[config.mk]
export PLATFORM = sky130hd
export DESIGN_NAME = dbg_obs_pinmux
export DESIGN_NICKNAME = d
export VERILOG_FILES = /design/src/rtl/obs_pinmux_pkg.sv /design/src/rtl/obs_cfg_regs.sv /design/src/rtl/obs_src_sel.sv /design/src/rtl/obs_pad_drv.sv /design/src/rtl/dbg_obs_pinmux.sv
export SDC_FILE = /design/constraint.sdc
export NUM_CORES = 1
export LEC_CHECK = 0
export ABC_AREA = 1
export BUFFER_PORTS_ARGS = -buffer_cell sky130_fd_sc_hd__buf_4
export CORE_MARGIN = 2
export CORE_UTILIZATION = 35
export DETAILED_ROUTE_END_ITERATION = 10
export PLACE_DENSITY = 0.84
export SKIP_CTS_REPAIR_TIMING = 1
export SLEW_MARGIN = 20
export SYNTH_ARGS = -nofsm -noshare
export SYNTH_HDL_FRONTEND = slang
export SYNTH_SLANG_ARGS = --single-unit
[constraint.sdc]
create_clock -name clk -period 1.85 [get_ports clk]
set_clock_uncertainty 0.1 [all_clocks]
set_input_delay 0.2775 -clock clk [delete_from_list [all_inputs] [get_ports clk]]
set_output_delay 0.2775 -clock clk [all_outputs]
set_load 0.1 [all_outputs]
[src/rtl/obs_pinmux_pkg.sv]
package obs_pinmux_pkg;
   localparam int unsigned REG_W    = 32;
   localparam int unsigned DSEL_W   = 6;
   localparam int unsigned DSEL_LSB = 13;
   localparam int unsigned ISEL_W   = 7;
   localparam int unsigned ISEL_LSB = 6;
   localparam logic [REG_W-1:0] UNLOCK_KEY = 32'h0000_EAEF;

   typedef struct packed {
      logic [DSEL_W-1:0] dsel;
      logic [ISEL_W-1:0] isel;
   } sel_pair_t;
endpackage

[src/rtl/obs_cfg_regs.sv]
module obs_cfg_regs
   import obs_pinmux_pkg::*;
#(
   parameter int unsigned ADDR_W     = 8,
   parameter int unsigned COMPAT_OFS = 'h00,
   parameter int unsigned MUX_OFS    = 'h10
) (
   input  logic              clk,
   input  logic              rst_n,
   input  logic              wr_en,
   input  logic [ADDR_W-1:0] addr,
   input  logic [REG_W-1:0]  wdata,
   output logic [REG_W-1:0]  rdata,
   output sel_pair_t         sel_q,
   output logic              unlocked
);
   localparam logic [ADDR_W-1:0] A_COMPAT = ADDR_W'(COMPAT_OFS);
   localparam logic [ADDR_W-1:0] A_MUX    = ADDR_W'(MUX_OFS);
   localparam int unsigned TOP_RSV = REG_W - DSEL_LSB - DSEL_W;

   if (ISEL_LSB + ISEL_W != DSEL_LSB) begin : g_bad_layout
      $error("selector fields must be adjacent");
   end
   if (COMPAT_OFS == MUX_OFS) begin : g_bad_ofs
      $error("register offsets must differ");
   end

   logic wr_compat, wr_mux;
   logic unused_rsv;

   assign wr_compat  = wr_en && (addr == A_COMPAT);
   assign wr_mux     = wr_en && (addr == A_MUX) && unlocked;
   assign unused_rsv = ^{wdata[REG_W-1:DSEL_LSB+DSEL_W], wdata[ISEL_LSB-1:0]};

   always_ff @(posedge clk or negedge rst_n) begin
      if (!rst_n) begin
         unlocked <= 1'b0;
         sel_q    <= '0;
      end else begin
         if (wr_compat) unlocked <= (wdata == UNLOCK_KEY);
         if (wr_mux) begin
            sel_q.dsel <= wdata[DSEL_LSB +: DSEL_W];
            sel_q.isel <= wdata[ISEL_LSB +: ISEL_W];
         end
      end
   end

   always_comb begin
      rdata = '0;
      if (addr == A_MUX)
         rdata = {{TOP_RSV{1'b0}}, sel_q.dsel, sel_q.isel, {ISEL_LSB{1'b0}}};
      else if (addr == A_COMPAT)
         rdata = unlocked ? UNLOCK_KEY : '0;
   end

   AST_LOCKED_WR_IGNORED: assert property (@(posedge clk) disable iff (!rst_n)
      (wr_en && addr == A_MUX && !unlocked) |=> $stable(sel_q));
   AST_KEY_UNLOCKS: assert property (@(posedge clk) disable iff (!rst_n)
      (wr_en && addr == A_COMPAT && wdata == UNLOCK_KEY) |=> unlocked);
   AST_WRONG_KEY_LOCKS: assert property (@(posedge clk) disable iff (!rst_n)
      (wr_en && addr == A_COMPAT && wdata != UNLOCK_KEY) |=> !unlocked);
endmodule

[src/rtl/obs_src_sel.sv]
module obs_src_sel #(
   parameter int unsigned SEL_W = 6,
   parameter int unsigned N_SRC = 50
) (
   input  logic             clk,
   input  logic             rst_n,
   input  logic             enable,
   input  logic [SEL_W-1:0] sel,
   input  logic [N_SRC-1:0] src,
   output logic             obs_bit,
   output logic             obs_act
);
   localparam int unsigned SEL_MAX = (1 << SEL_W) - 1;

   if (N_SRC > SEL_MAX) begin : g_too_many
      $error("source count exceeds selector range");
   end

   logic             in_rng;
   logic [SEL_W-1:0] idx;
   logic [N_SRC-1:0] hit;

   assign in_rng  = (sel != '0) && (int'(sel) <= N_SRC);
   assign idx     = sel - SEL_W'(1);
   assign obs_act = enable && in_rng;

   for (genvar g = 0; g < N_SRC; g++) begin : g_tap
      assign hit[g] = (int'(idx) == g) && src[g];
   end

   assign obs_bit = obs_act && (|hit);

   AST_ILLEGAL_IDLE: assert property (@(posedge clk) disable iff (!rst_n)
      (int'(sel) > N_SRC) |-> !obs_act);
   AST_ZERO_IDLE: assert property (@(posedge clk) disable iff (!rst_n)
      (sel == '0) |-> !obs_act);
endmodule

[src/rtl/obs_pad_drv.sv]
module obs_pad_drv (
   input  logic clk,
   input  logic rst_n,
   input  logic obs_act,
   input  logic obs_bit,
   input  logic func_out,
   input  logic func_oe,
   output logic pin_out,
   output logic pin_oe
);
   always_comb begin
      if (obs_act) begin
         pin_out = obs_bit;
         pin_oe  = 1'b1;
      end else begin
         pin_out = func_out;
         pin_oe  = func_oe;
      end
   end

   AST_OBS_DRIVES_PIN: assert property (@(posedge clk) disable iff (!rst_n)
      obs_act |-> (pin_oe && pin_out == obs_bit));
endmodule

[src/rtl/dbg_obs_pinmux.sv]
module dbg_obs_pinmux
   import obs_pinmux_pkg::*;
#(
   parameter int unsigned ADDR_W     = 8,
   parameter int unsigned COMPAT_OFS = 'h00,
   parameter int unsigned MUX_OFS    = 'h10,
   parameter int unsigned DSP_DMA_W  = 20,
   parameter int unsigned SYS_DMA_W  = 31,
   parameter int unsigned DSP_L2_W   = 16,
   parameter int unsigned DSP_L1_W   = 21,
   parameter int unsigned MPU_L1_W   = 32,
   parameter int unsigned MPU_L2_W   = 32
) (
   input  logic                 clk,
   input  logic                 rst_n,
   input  logic                 reg_wr,
   input  logic [ADDR_W-1:0]    reg_addr,
   input  logic [31:0]          reg_wdata,
   output logic [31:0]          reg_rdata,
   input  logic [DSP_DMA_W-1:0] dsp_dma_req,
   input  logic [SYS_DMA_W-1:0] sys_dma_req,
   input  logic [DSP_L2_W-1:0]  dsp_l2_irq,
   input  logic [DSP_L1_W-1:0]  dsp_l1_irq,
   input  logic [MPU_L1_W-1:0]  mpu_l1_irq,
   input  logic [MPU_L2_W-1:0]  mpu_l2_irq,
   input  logic                 rx_func_out,
   input  logic                 rx_func_oe,
   input  logic                 tx_func_out,
   input  logic                 tx_func_oe,
   output logic                 rx_pin_out,
   output logic                 rx_pin_oe,
   output logic                 tx_pin_out,
   output logic                 tx_pin_oe
);
   localparam int unsigned N_DMA = (DSP_DMA_W - 1) + SYS_DMA_W;
   localparam int unsigned N_IRQ = DSP_L2_W + DSP_L1_W + MPU_L1_W + MPU_L2_W;

   if (DSP_DMA_W < 2) begin : g_bad_dsp
      $error("DSP DMA vector needs at least one usable bit");
   end

   sel_pair_t        sel_q;
   logic             unlocked;
   logic [N_DMA-1:0] dma_flat;
   logic [N_IRQ-1:0] irq_flat;
   logic             dma_bit, dma_act, irq_bit, irq_act;
   logic             unused_dsp0;

   // selector s maps to flat bit s-1; bit 0 of the DSP DMA vector is never reached
   assign dma_flat    = {sys_dma_req, dsp_dma_req[DSP_DMA_W-1:1]};
   assign irq_flat    = {mpu_l2_irq, mpu_l1_irq, dsp_l1_irq, dsp_l2_irq};
   assign unused_dsp0 = dsp_dma_req[0];

   obs_cfg_regs #(
      .ADDR_W(ADDR_W), .COMPAT_OFS(COMPAT_OFS), .MUX_OFS(MUX_OFS)
   ) i_regs (
      .clk(clk), .rst_n(rst_n), .wr_en(reg_wr), .addr(reg_addr),
      .wdata(reg_wdata), .rdata(reg_rdata), .sel_q(sel_q), .unlocked(unlocked)
   );

   obs_src_sel #(.SEL_W(DSEL_W), .N_SRC(N_DMA)) i_dma_sel (
      .clk(clk), .rst_n(rst_n), .enable(unlocked), .sel(sel_q.dsel),
      .src(dma_flat), .obs_bit(dma_bit), .obs_act(dma_act)
   );

   obs_src_sel #(.SEL_W(ISEL_W), .N_SRC(N_IRQ)) i_irq_sel (
      .clk(clk), .rst_n(rst_n), .enable(unlocked), .sel(sel_q.isel),
      .src(irq_flat), .obs_bit(irq_bit), .obs_act(irq_act)
   );

   obs_pad_drv i_rx_pad (
      .clk(clk), .rst_n(rst_n), .obs_act(dma_act), .obs_bit(dma_bit),
      .func_out(rx_func_out), .func_oe(rx_func_oe),
      .pin_out(rx_pin_out), .pin_oe(rx_pin_oe)
   );

   obs_pad_drv i_tx_pad (
      .clk(clk), .rst_n(rst_n), .obs_act(irq_act), .obs_bit(irq_bit),
      .func_out(tx_func_out), .func_oe(tx_func_oe),
      .pin_out(tx_pin_out), .pin_oe(tx_pin_oe)
   );

   AST_LOCKED_FUNCTIONAL: assert property (@(posedge clk) disable iff (!rst_n)
      !unlocked |-> (rx_pin_out == rx_func_out && rx_pin_oe == rx_func_oe &&
                     tx_pin_out == tx_func_out && tx_pin_oe == tx_func_oe));
endmodule

==> results of run 1 <==
==> stage by stage <==
step	power, mW	utilization	hold slack, ns	worst slack, ns
finish	1.12	0.684	0.184	-0.637
global placement	0.862	0.645	0.0295	-0.437
detailed placement	0.864	0.645	0.0308	-0.473
global route	1.16	0.684	0.184	-0.701
floorplan	0.536	-	-0.118	-0.430
CTS	1.10	0.651	-0.224	-0.746
==> kinds of logic after synthesis <==
| logic type | Yosys count | synth area share |
|---|---|---|
| multiplexers | 6 | 0.0258 |
| buffers and inverters | 94 | 0.181 |
| XOR/XNOR | 1 | 0.00335 |
| AND/OR/NAND/NOR | 344 | 0.582 |
| other | 1 | 0.00143 |
| flip-flops | 14 | 0.134 |
| AO/OA/AOI/OAI | 32 | 0.0727 |
==> power by group through the flow <==
stage | registers (mW) | logic [mW] | clock network [mW]
global route | 0.306 | 0.602 | 0.253
global placement | 0.312 | 0.550 | 0
finish | 0.306 | 0.573 | 0.236
floorplan | 0.312 | 0.224 | 0
CTS | 0.307 | 0.554 | 0.240
detailed placement | 0.312 | 0.553 | 0
==> placed cells by master (no fill, tap or decap), types with 3 or more instances in the layout <==
cell type	count
buf_4	249
nand2_1	172
inv_1	48
nor2_1	46
nand3_1	43
nand4_1	28
nor2_4	14
conb_1	14
nor2_2	13
inv_2	11
nand2_2	8
o21ai_0	8
dfrtp_1	8
buf_6	7
mux2_2	6
nor4_1	6
dfrtp_2	6
o21ai_4	4
a21oi_1	4
buf_12	4
o21ai_2	3
nand3_4	3
nand3_2	3
clkbuf_8	3
==> final timing paths <==
kind,from,to,slack (ns),cells after the start
max,i_regs.sel_q[0],tx_pin_out,-0.64,12
min,reg_wdata[8],i_regs.sel_q[2],0.18,2
max reg2reg,i_regs.unlocked,i_regs.sel_q[6],0.39,4
min reg2reg,i_regs.sel_q[3],i_regs.sel_q[3],0.46,2
max in group asynchronous,rst_n,i_regs.sel_q[10],1.14,2
min in group asynchronous,rst_n,i_regs.sel_q[4],0.33,2
==> sequential cells by signal, indices dropped and copies added (netlist names) <==
signal	cells
i_regs.sel_q	13
i_regs.unlocked	1
==> cell type report <==
| class | instances | area [µm²] | area share |
|---|---|---|---|
| inverter | 64 | 259 | 0.0522 |
| tap | 99 | 124 | 0.0250 |
| clock buffer | 3 | 41.3 | 0.00832 |
| sequential | 14 | 358 | 0.0721 |
| multi-input combinational | 397 | 2110 | 0.425 |
| timing repair buffer | 263 | 2070 | 0.417 |
==> metal layers <==
metal	vias to the layer above	GRT usage	wire (µm)
met4	0	0.0782	278
met3	20	0.0225	699
met1	1911	0.331	4830
met2	185	0.470	6210
met5	-	0	0
li1	2044	-	-
==> results.md, run 1 <==
- Post-Synthesis Cells: 492
- Min cycle time layout: 2.49 ns
- Drt via density: just under 5
- Status: complete, but fails checks
- Fillers: 628
- GPL Wtd Cong: around 0.91
- Hold/Removal Path Class: input port to flip-flop
- Failing checks: setup timing
- Setup TNS: -1.81 ns
- Initial DRT Pass Iterations: 5
- Slew Viols, Final: 0
- Avg Cell Area, Syn: 5.32 µm²
- CTS sink count: 14
- Top Ports: between 200 and 250
- Core area: approximately 0.0073 mm²
- Period utilization: 1.34
- Max_cap viols: 0
- CTS Buf Count: 3
- Root Buffer: clkbuf_8
- Crit path max-delay family: simple AND/OR/NAND/NOR gates
- Initial Util: 0.361
- Die area: slightly above 0.008 mm²
- Post-synth EDFFs: 0
- GRT Overall Usage: 0.262
- Final hold vios: 0
- Async SR Flop Fraction: 1.00
- Cell Area, Placed: around 0.0047 mm²
- CP Capture Type: output pin
- Commonest cells post-synth: nand2_1 (181), nor2_1 (64), inv_1 (59)
- CP Buf/Inv Count: 2
- Max Root-Sink Buffers: 2
- Library cells used by synthesis: 35
- Top FF cell, synth: dfrtp_1
- Part of the power in combinational logic: 0.514
- Slowest stage delay, CP: 0.43 ns
- Peak supply drop: ~0.34 mV
- Vias in the first global route: roughly 3.9k
- Die width: a little over 90 µm
- Most frequent cell after synthesis: nand2_1
- Slack of the critical path: -0.637 ns
- I/O Buffers: 219
- NetSw: about 0.37 mW
- Dominant cells by area after synthesis: nand2_1 (26%), dfrtp_1 (13%), nand3_1 (9.2%)
- Yosys top cell area share: 0.260
- RSZ-0062 raised after global routing: yes
- Global-route wire length before repair: 17800 µm
- Layout net count: roughly 940
- Worst path most repeated cell: nand2_1
- CP Max Fanout: 6
- DR iter-0 viols: 213
- Sw frac: 0.328
- Post-Layout Inst Area: 0.00496 mm²
- Synth Register Bits: 14
- DRT antenna net count: 0
- Wirelength per Cell: between 10 and 15 µm
- Placed insts: ~830
- Routed WL: ~12000 µm
- Total gr overflow: 0
- Final non-filler cell total: 840
- # rows: 31
- Worst Path Arrival: about 2.1 ns
- Critical setup path kind: flip-flop to output pin
- Clock group share of total power: 0.211
- Worst-path cell chain: nor2_4 > nand2_1 > nor2_4 > nand2_1 > nand2_1 > inv_1 > nand4_1 > nor2_1 > a21oi_1 > nor2_2 > a21oi_4 > buf_12
- CTS tree: yes
- Yosys Warn Count: 0
- Reg power frac: 0.275
- Synthesized area: roughly 0.0026 mm²
- Final HPWL from detailed placement: 9970 µm
- Max Fclk: 402 MHz
- CP max-delay cell: dfrtp_1
- Post-synthesis sequential area ratio: 0.134
- Lkg Pwr: ~2.7 nW
- Clock Latency Late Sink: about 0.23 ns
- Largest net degree at the start of global routing: 21
- Critical path startpoint category: flip-flop
- Data required time of the worst path: 1.47 ns
- Vias after detailed routing: 4160
- Int Pwr: 0.749 mW
- Pwr/cell area: 225 mW/mm²
- Die Y: roughly 90 µm
- # DRC: 0
- Clk slew on worst S/H paths: about 0.05 ns
- CTS H-tree depth: 1
- Number of antenna violations at the first check in global routing: 0
- Final setup vio count: 4
- Area delta synth->final: 89.6%
- Area leader, netlist: nand2_1
- Ant. Diodes: 0
- Share of cells above drive strength 1: 0.476
Power figures use the tool's default switching activity.
==> inputs of run 2 (changes only) <==
- ABC_AREA: 1 -> 0
- PLACE_DENSITY: 0.84 -> 0.83
==> run 2 against run 1 <==
Net effect:
- the flow still finishes with violations (setup timing)
- sequential share of layout area is 0.97 points lower
- clock power is 29% higher
- area after synthesis up 2.3%
- critical path type unchanged
- critical endpoint unchanged
- largest cell class is now buffers
==> results.md, run 2 <==
- Critical setup path kind: flip-flop to output pin
- Die width: 91.5 µm (+1.1%)
- Number of antenna violations at the first check in global routing: 0 (unchanged)
- Failing checks: setup timing
- Share of cells above drive strength 1: 0.650 (+0.174)
- Status: complete, but fails checks
- Commonest non-fill, non-tap cells in the layout: buf_4 (266), buf_12 (26), mux2_2 (25)
- Slack of the critical path: -1.14 ns (-0.503 ns)
- # rows: 31 (unchanged)
- Worst slack, placed: -0.983 ns (-0.510 ns)
- Period utilization: 1.62 (+0.272)
- Top FF cell, synth: dfrtp_1
- Total gr overflow: 0 (unchanged)
- CTS Buf Count: 3 (unchanged)
- Async SR Flop Fraction: 1.00 (unchanged)
- Post-Synthesis Cells: 336 (-32%)
- Critical path startpoint category: flip-flop
- Synthesized area: 0.00268 mm² (+2.3%)
- Yosys top cell area share: 0.131 (-0.129)
- # DRC: 0 (unchanged)
- Die Y: 91.5 µm (+1.1%)
- Vias after detailed routing: 4271 (+2.7%)
- DRT antenna net count: 0 (unchanged)
- Pwr/cell area: 219 mW/mm² (-2.4%)
- Worst reg-to-reg setup slack: 0.42 ns (+0.03 ns)
- Synth Register Bits: 14 (unchanged)
- Layout net count: 820 (-13%)
- I/O Buffers: 219 (unchanged)
- GRT Overall Usage: 0.313 (+0.0514)
- Dominant cells by area after synthesis: dfrtp_1 (13%), mux2_2 (11%), mux2i_1 (6.4%)
- CTS tree: yes
- Routed WL: 16200 µm (+35%)
- Library cells used by synthesis: 65 (+86%)
- Wirelength per Cell: 22.5 µm (+57%)
- Top Ports: 235 (unchanged)
- GPL Wtd Cong: 1.06 (+16%)
- Largest register FFs: 13 (unchanged)
- CTS sink count: 14 (unchanged)
- DR iter-0 viols: 355 (+67%)
- Largest regs: i_regs.sel_q (13), i_regs.unlocked (1)
- Peak supply drop: 0.420 mV (+23%)
- Cell Area, Placed: 0.00506 mm² (+8.1%)
- Vias in the first global route: 4104 (+4.3%)
- Final HPWL from detailed placement: 11600 µm (+17%)
- Max transition margin: 0.562
- Post-synth EDFFs: 0 (unchanged)
- Min cycle time layout: 2.99 ns (+0.503 ns)
- Reg with most FFs: i_regs.sel_q
- Core area: 0.00733 mm² (+1.1%)
- Area delta synth->final: 114%
- Global-route wire length before repair: 20900 µm (+17%)
- Post-synthesis sequential area ratio: 0.131 (-0.00307)
- CTS H-tree depth: 1 (unchanged)
- Avg Cell Area, Syn: 7.97 µm² (+50%)
- Final hold vios: 0 (unchanged)
- Most frequent cell after synthesis: mux2_2
- Slew Viols, Final: 0 (unchanged)
- Worst Path Arrival: 2.61 ns (+0.50 ns)
- Initial Util: 0.365 (+0.00455)
- Data required time of the worst path: 1.47 ns (about the same)
- Lkg Pwr: 2.67 nW (-1.1%)
- Ant. Diodes: 0 (unchanged)
- Commonest cells post-synth: mux2_2 (26), buf_4 (21), mux2i_1 (17), nand2_1 (17), nand3_1 (17)
- Clk slew on worst S/H paths: 0.06 ns (about the same)
- Clock Latency Late Sink: 0.25 ns (+0.02 ns)
- Drt via density: 5.94 (+20%)
- Largest net degree at the start of global routing: 22 (+4.8%)
- Die area: 0.00837 mm² (+2.2%)
- CP Capture Type: output pin
- Most common cell after layout, fill and taps aside: buf_4
- Hold/Removal Path Class: input port to flip-flop
- CP Max Fanout: 8 (+2)
- Final setup vio count: 31 (+27)
- RSZ-0062 raised after global routing: yes
- Post-Layout Inst Area: 0.00573 mm² (+15%)
- Area leader, netlist: dfrtp_1
- Yosys Warn Count: 0 (unchanged)
- Tightest Pin Transition: between 0.6 and 0.7 ns
- Root Buffer: clkbuf_8
- Max_cap viols: 0 (unchanged)
- Initial DRT Pass Iterations: 5 (unchanged)
- Max Root-Sink Buffers: 2 (unchanged)
- Max Fclk: 334 MHz (-17%)
## run 2: layout make-up
cell class / instances / area [µm²]
inverters: 8 / 30.0
flip-flops and latches: 14 / 358
fillers: 444 / 1600
well taps: 99 / 124
multi-input cells: 281 / 2380
repair buffers: 313 / 2780
clock buffers: 4 / 55.1
## run 2: metrics by stage
| stage | total power, mW | utilization | std cells | hold slack [ns] | TNS, ns |
|---|---|---|---|---|---|
| global route | 1.29 | 0.781 | 719 | 0.176 | -5.77 |
| detailed placement | 0.913 | 0.690 | 705 | 0.0385 | -7.87 |
| finish | 1.26 | 0.781 | 719 | 0.174 | -5.23 |
| CTS | 1.21 | 0.697 | 709 | -0.221 | -7.43 |
| floorplan | 0.566 | - | 349 | -0.118 | -1.94 |
| global placement | 0.908 | 0.690 | 705 | 0.0342 | -6.47 |
## run 2: routing by layer
layer	vias to the layer above	global-route usage	part of all wire
li1	1847	-	-
met3	75	0.0324	0.070
met5	-	0	0
met4	0	0.117	0.056
met1	2054	0.375	0.36
met2	295	0.570	0.52
## run 2: cells by family after synthesis
group                     share of synthesized area
muxes                                         0.212
buffers and inverters                         0.118
other                                       0.00140
DFF                                           0.131
AOI/OAI and AO/OA                             0.257
and+or+nand+nor                               0.277
xor gates and xnor gates                    0.00327
## run 2: power by group
part / leakage [nW] / switching [mW] / internal (mW)
registers: 0.186 / 0.00000000000217 / 0.306
clock network: 0.0288 / 0.116 / 0.189
logic: 2.46 / 0.309 / 0.337
total: 2.67 / 0.425 / 0.832
## run 2: critical path, stage by stage, from the launching register on
cell	delay, ns
dfrtp_2	0.47
buf_4	0.16
and2_1	0.14
a32o_1	0.21
a22o_1	0.24
or4_4	0.50
a211oi_4	0.29
a32oi_4	0.16
buf_12	0.19
## run 2: path summary, 6_finish.rpt
path	cells after the start	endpoint	startpoint
setup / recovery	8	tx_pin_out	i_regs.sel_q[0]
hold / removal	2	i_regs.sel_q[5]	reg_wdata[11]
setup reg to reg	4	i_regs.sel_q[8]	i_regs.unlocked
hold reg to reg	1	i_regs.sel_q[9]	i_regs.sel_q[9]
max in group asynchronous	2	i_regs.sel_q[9]	rst_n
min in group asynchronous	2	i_regs.sel_q[5]	rst_n
==> inputs of run 3 (changes only) <==
- BUFFER_PORTS_ARGS: -buffer_cell sky130_fd_sc_hd__buf_4 -> -buffer_cell sky130_fd_sc_hd__buf_2
- PLACE_DENSITY: 0.83 -> 0.78
- SKIP_CTS_REPAIR_TIMING: 1 -> default
==> run 3 against run 2 <==
Net effect:
- critical path type unchanged
- critical path depth did not move
- clock power barely moved
- largest cell class is now multi-input gates
- critical endpoint unchanged
- the flow still finishes with violations (setup timing)
- worst setup slack improved by 0.041 ns
- total power fell by 9.9%
- utilization fell by 6.1 points
- sequential share of layout area rose by 0.48 points
- combinational power fell by 20%
==> results.md, run 3 (synthesized netlist as in run 2, its figures left out) <==
- Status: complete, but fails checks
- Failing checks: setup timing
- Hold/Removal Path Class: input port to flip-flop
- Final setup vio count: 11 (-65%)
- Slack of the critical path: -1.10 ns (+0.0415 ns)
- Post-Layout Inst Area: 0.00528 mm² (-7.8%)
- CP Capture Type: output pin
- Clock Latency Late Sink: 0.25 ns (about the same)
- Period utilization: 1.59 (-0.0224)
- Clock group share of total power: 0.272 (+0.029)
- Max_cap viols: 0 (unchanged)
- DR iter-0 viols: 213 (-40%)
- Drt via density: 5.62 (-5.4%)
- Largest register FFs: 13 (unchanged)
- Reg power frac: 0.270 (+0.026)
- CTS tree: yes
- # rows: 31 (unchanged)
- Die area: 0.00837 mm² (unchanged)
- Part of the power in combinational logic: 0.458 (-0.056)
- Min cycle time layout: 2.95 ns (-0.0415 ns)
- Final HPWL from detailed placement: 10600 µm (-8.8%)
- Largest regs: i_regs.sel_q (13), i_regs.unlocked (1)
- Max Root-Sink Buffers: 2 (unchanged)
- Critical setup path kind: flip-flop to output pin
- Max Fclk: 339 MHz (+1.4%)
- # DRC: 0 (unchanged)
- Peak supply drop: 0.452 mV (+7.6%)
- Data required time of the worst path: 1.47 ns (about the same)
- Layout net count: 822 (+0.24%)
- Worst reg-to-reg setup slack: 0.45 ns (+0.03 ns)
- Share of cells above drive strength 1: 0.658 (+0.00756)
- Total power: 1.13 mW (-9.9%)
- Cell Area, Placed: 0.00478 mm² (-5.4%)
- WHS: 0.173 ns (-0.00120 ns)
- Routed WL: 13400 µm (-17%)
- Most common cell after layout, fill and taps aside: buf_2
- Reg-to-Reg End: i_regs.sel_q[6]
- FF-to-FF path depth: 4 (unchanged)
- Worst hold start: reg_wdata[9]
- Global-route wire length before repair: 19500 µm (-6.4%)
- Wirelength per Cell: 18.5 µm (-18%)
- NetSw: 0.414 mW (-2.8%)
- Largest net degree at the start of global routing: 16 (-27%)
- Max transition margin: 0.657 (+0.0953)
- Slew Viols, Final: 0 (unchanged)
- FF-to-FF Start: i_regs.unlocked
- Area delta synth->final: 97.1%
- Die width: 91.5 µm (unchanged)
- CTS H-tree depth: 1 (unchanged)
- GRT Overall Usage: 0.294 (-0.0194)
- CTS sink count: 14 (unchanged)
- Lkg Pwr: 2.52 nW (-5.5%)
- Vias after detailed routing: 4051 (-5.2%)
- Critical path startpoint category: flip-flop
- Vias in the first global route: 4030 (-1.8%)
- Fillers: 534 (+20%)
- Hold endpoint: i_regs.sel_q[3]
- RSZ-0062 raised after global routing: yes
- Total gr overflow: 0 (unchanged)
- Ant. Diodes: 0 (unchanged)
- GPL Wtd Cong: 1.04 (-1.5%)
- Sw frac: 0.365 (+0.0269)
- Core area: 0.00733 mm² (unchanged)
- Root Buffer: clkbuf_8
- Worst Path Arrival: 2.57 ns (-0.04 ns)
- Reg with most FFs: i_regs.sel_q
- Final hold vios: 0 (unchanged)
- Initial DRT Pass Iterations: 5 (unchanged)
- DRT antenna net count: 0 (unchanged)
- Number of antenna violations at the first check in global routing: 0 (unchanged)
- Worst slack, placed: -0.982 ns (+0.000767 ns)
- Top Ports: 235 (unchanged)
- Die Y: 91.5 µm (unchanged)
- Clk slew on worst S/H paths: 0.06 ns (about the same)
- CTS Buf Count: 3 (unchanged)
- Setup TNS: -3.74 ns (+1.49 ns)
- I/O Buffers: 219 (unchanged)
- Initial Util: 0.365 (unchanged)
- Int Pwr: 0.719 mW (-14%)
- Tightest Pin Transition: 0.510 ns (-0.142 ns)
- Hold depth: 2 (unchanged)
- Commonest non-fill, non-tap cells in the layout: buf_2 (196), buf_4 (74), buf_12 (28)
- Pwr/cell area: 214 mW/mm² (-2.3%)
- CP Max Fanout: 11 (+3)
run 3: cell types whose count changed in the layout (fill, tap and decap cells not counted), sizes merged:
| cell | before | now |
|---|---|---|
| clkbuf | 5 | 4 |
| buf | 311 | 314 |
run 3: metal layers:
layer | track usage | wire (µm) | vias up
met5 | 0 | 0 | -
met4 | 0.0960 | 554 | 0
met3 | 0.0556 | 978 | 55
met2 | 0.530 | 6830 | 235
met1 | 0.346 | 5010 | 1908
li1 | - | - | 1853
run 3: how the worst max path moves through the flow:
stage | start | depth (start not counted) | end
after floorplan | i_regs.sel_q[1] | 9 | tx_pin_out
after global placement | i_regs.sel_q[0] | 9 | tx_pin_out
after detailed placement | i_regs.sel_q[2] | 8 | tx_pin_out
after CTS | i_regs.sel_q[0] | 7 | tx_pin_out
after global routing | i_regs.sel_q[0] | 7 | tx_pin_out
final | i_regs.sel_q[2] | 8 | tx_pin_out
run 3: metrics by stage:
stage / std cells / util
final: 721 / 0.720
after global routing: 721 / 0.720
after CTS: 715 / 0.691
after detailed placement: 703 / 0.652
after global placement: 703 / 0.652
after floorplan: 349 / -
run 3: what timing repair did:
item,in CTS,in global routing
gates cloned,0,0
setup buffers,8,7
endpoints found under the setup margin,22,22
pin swaps,17,13
hold buffers,1,0
resized for setup,38,43
endpoints found under the hold margin,14,0
run 3: cell type report:
cell class / count / area (µm²) / area share
Clock buffer: 4 / 55.1 / 0.0104
Inverter: 8 / 32.5 / 0.00616
Multi-Input combinational cell: 281 / 2420 / 0.458
Sequential cell: 14 / 355 / 0.0673
Tap cell: 99 / 124 / 0.0235
Timing Repair Buffer: 315 / 2290 / 0.435
run 3: worst max-delay path, cell delays in order (launching register included):
cell and delay, ns:
dfrtp_2 0.43, buf_4 0.19, nor2b_1 0.29, a22oi_1 0.21, o311ai_1 0.37, a41o_1 0.29, a211oi_4 0.06, a32oi_4 0.26
buf_12 0.21
run 3: power by group through the flow:
stage               Combinational [mW]  Clock [mW]  Sequential, mW
floorplan                        0.254           0           0.312
global placement                 0.480           0           0.312
detailed placement               0.485           0           0.312
CTS                              0.505       0.307           0.306
global route                     0.544       0.316           0.306
finish                           0.518       0.308           0.306
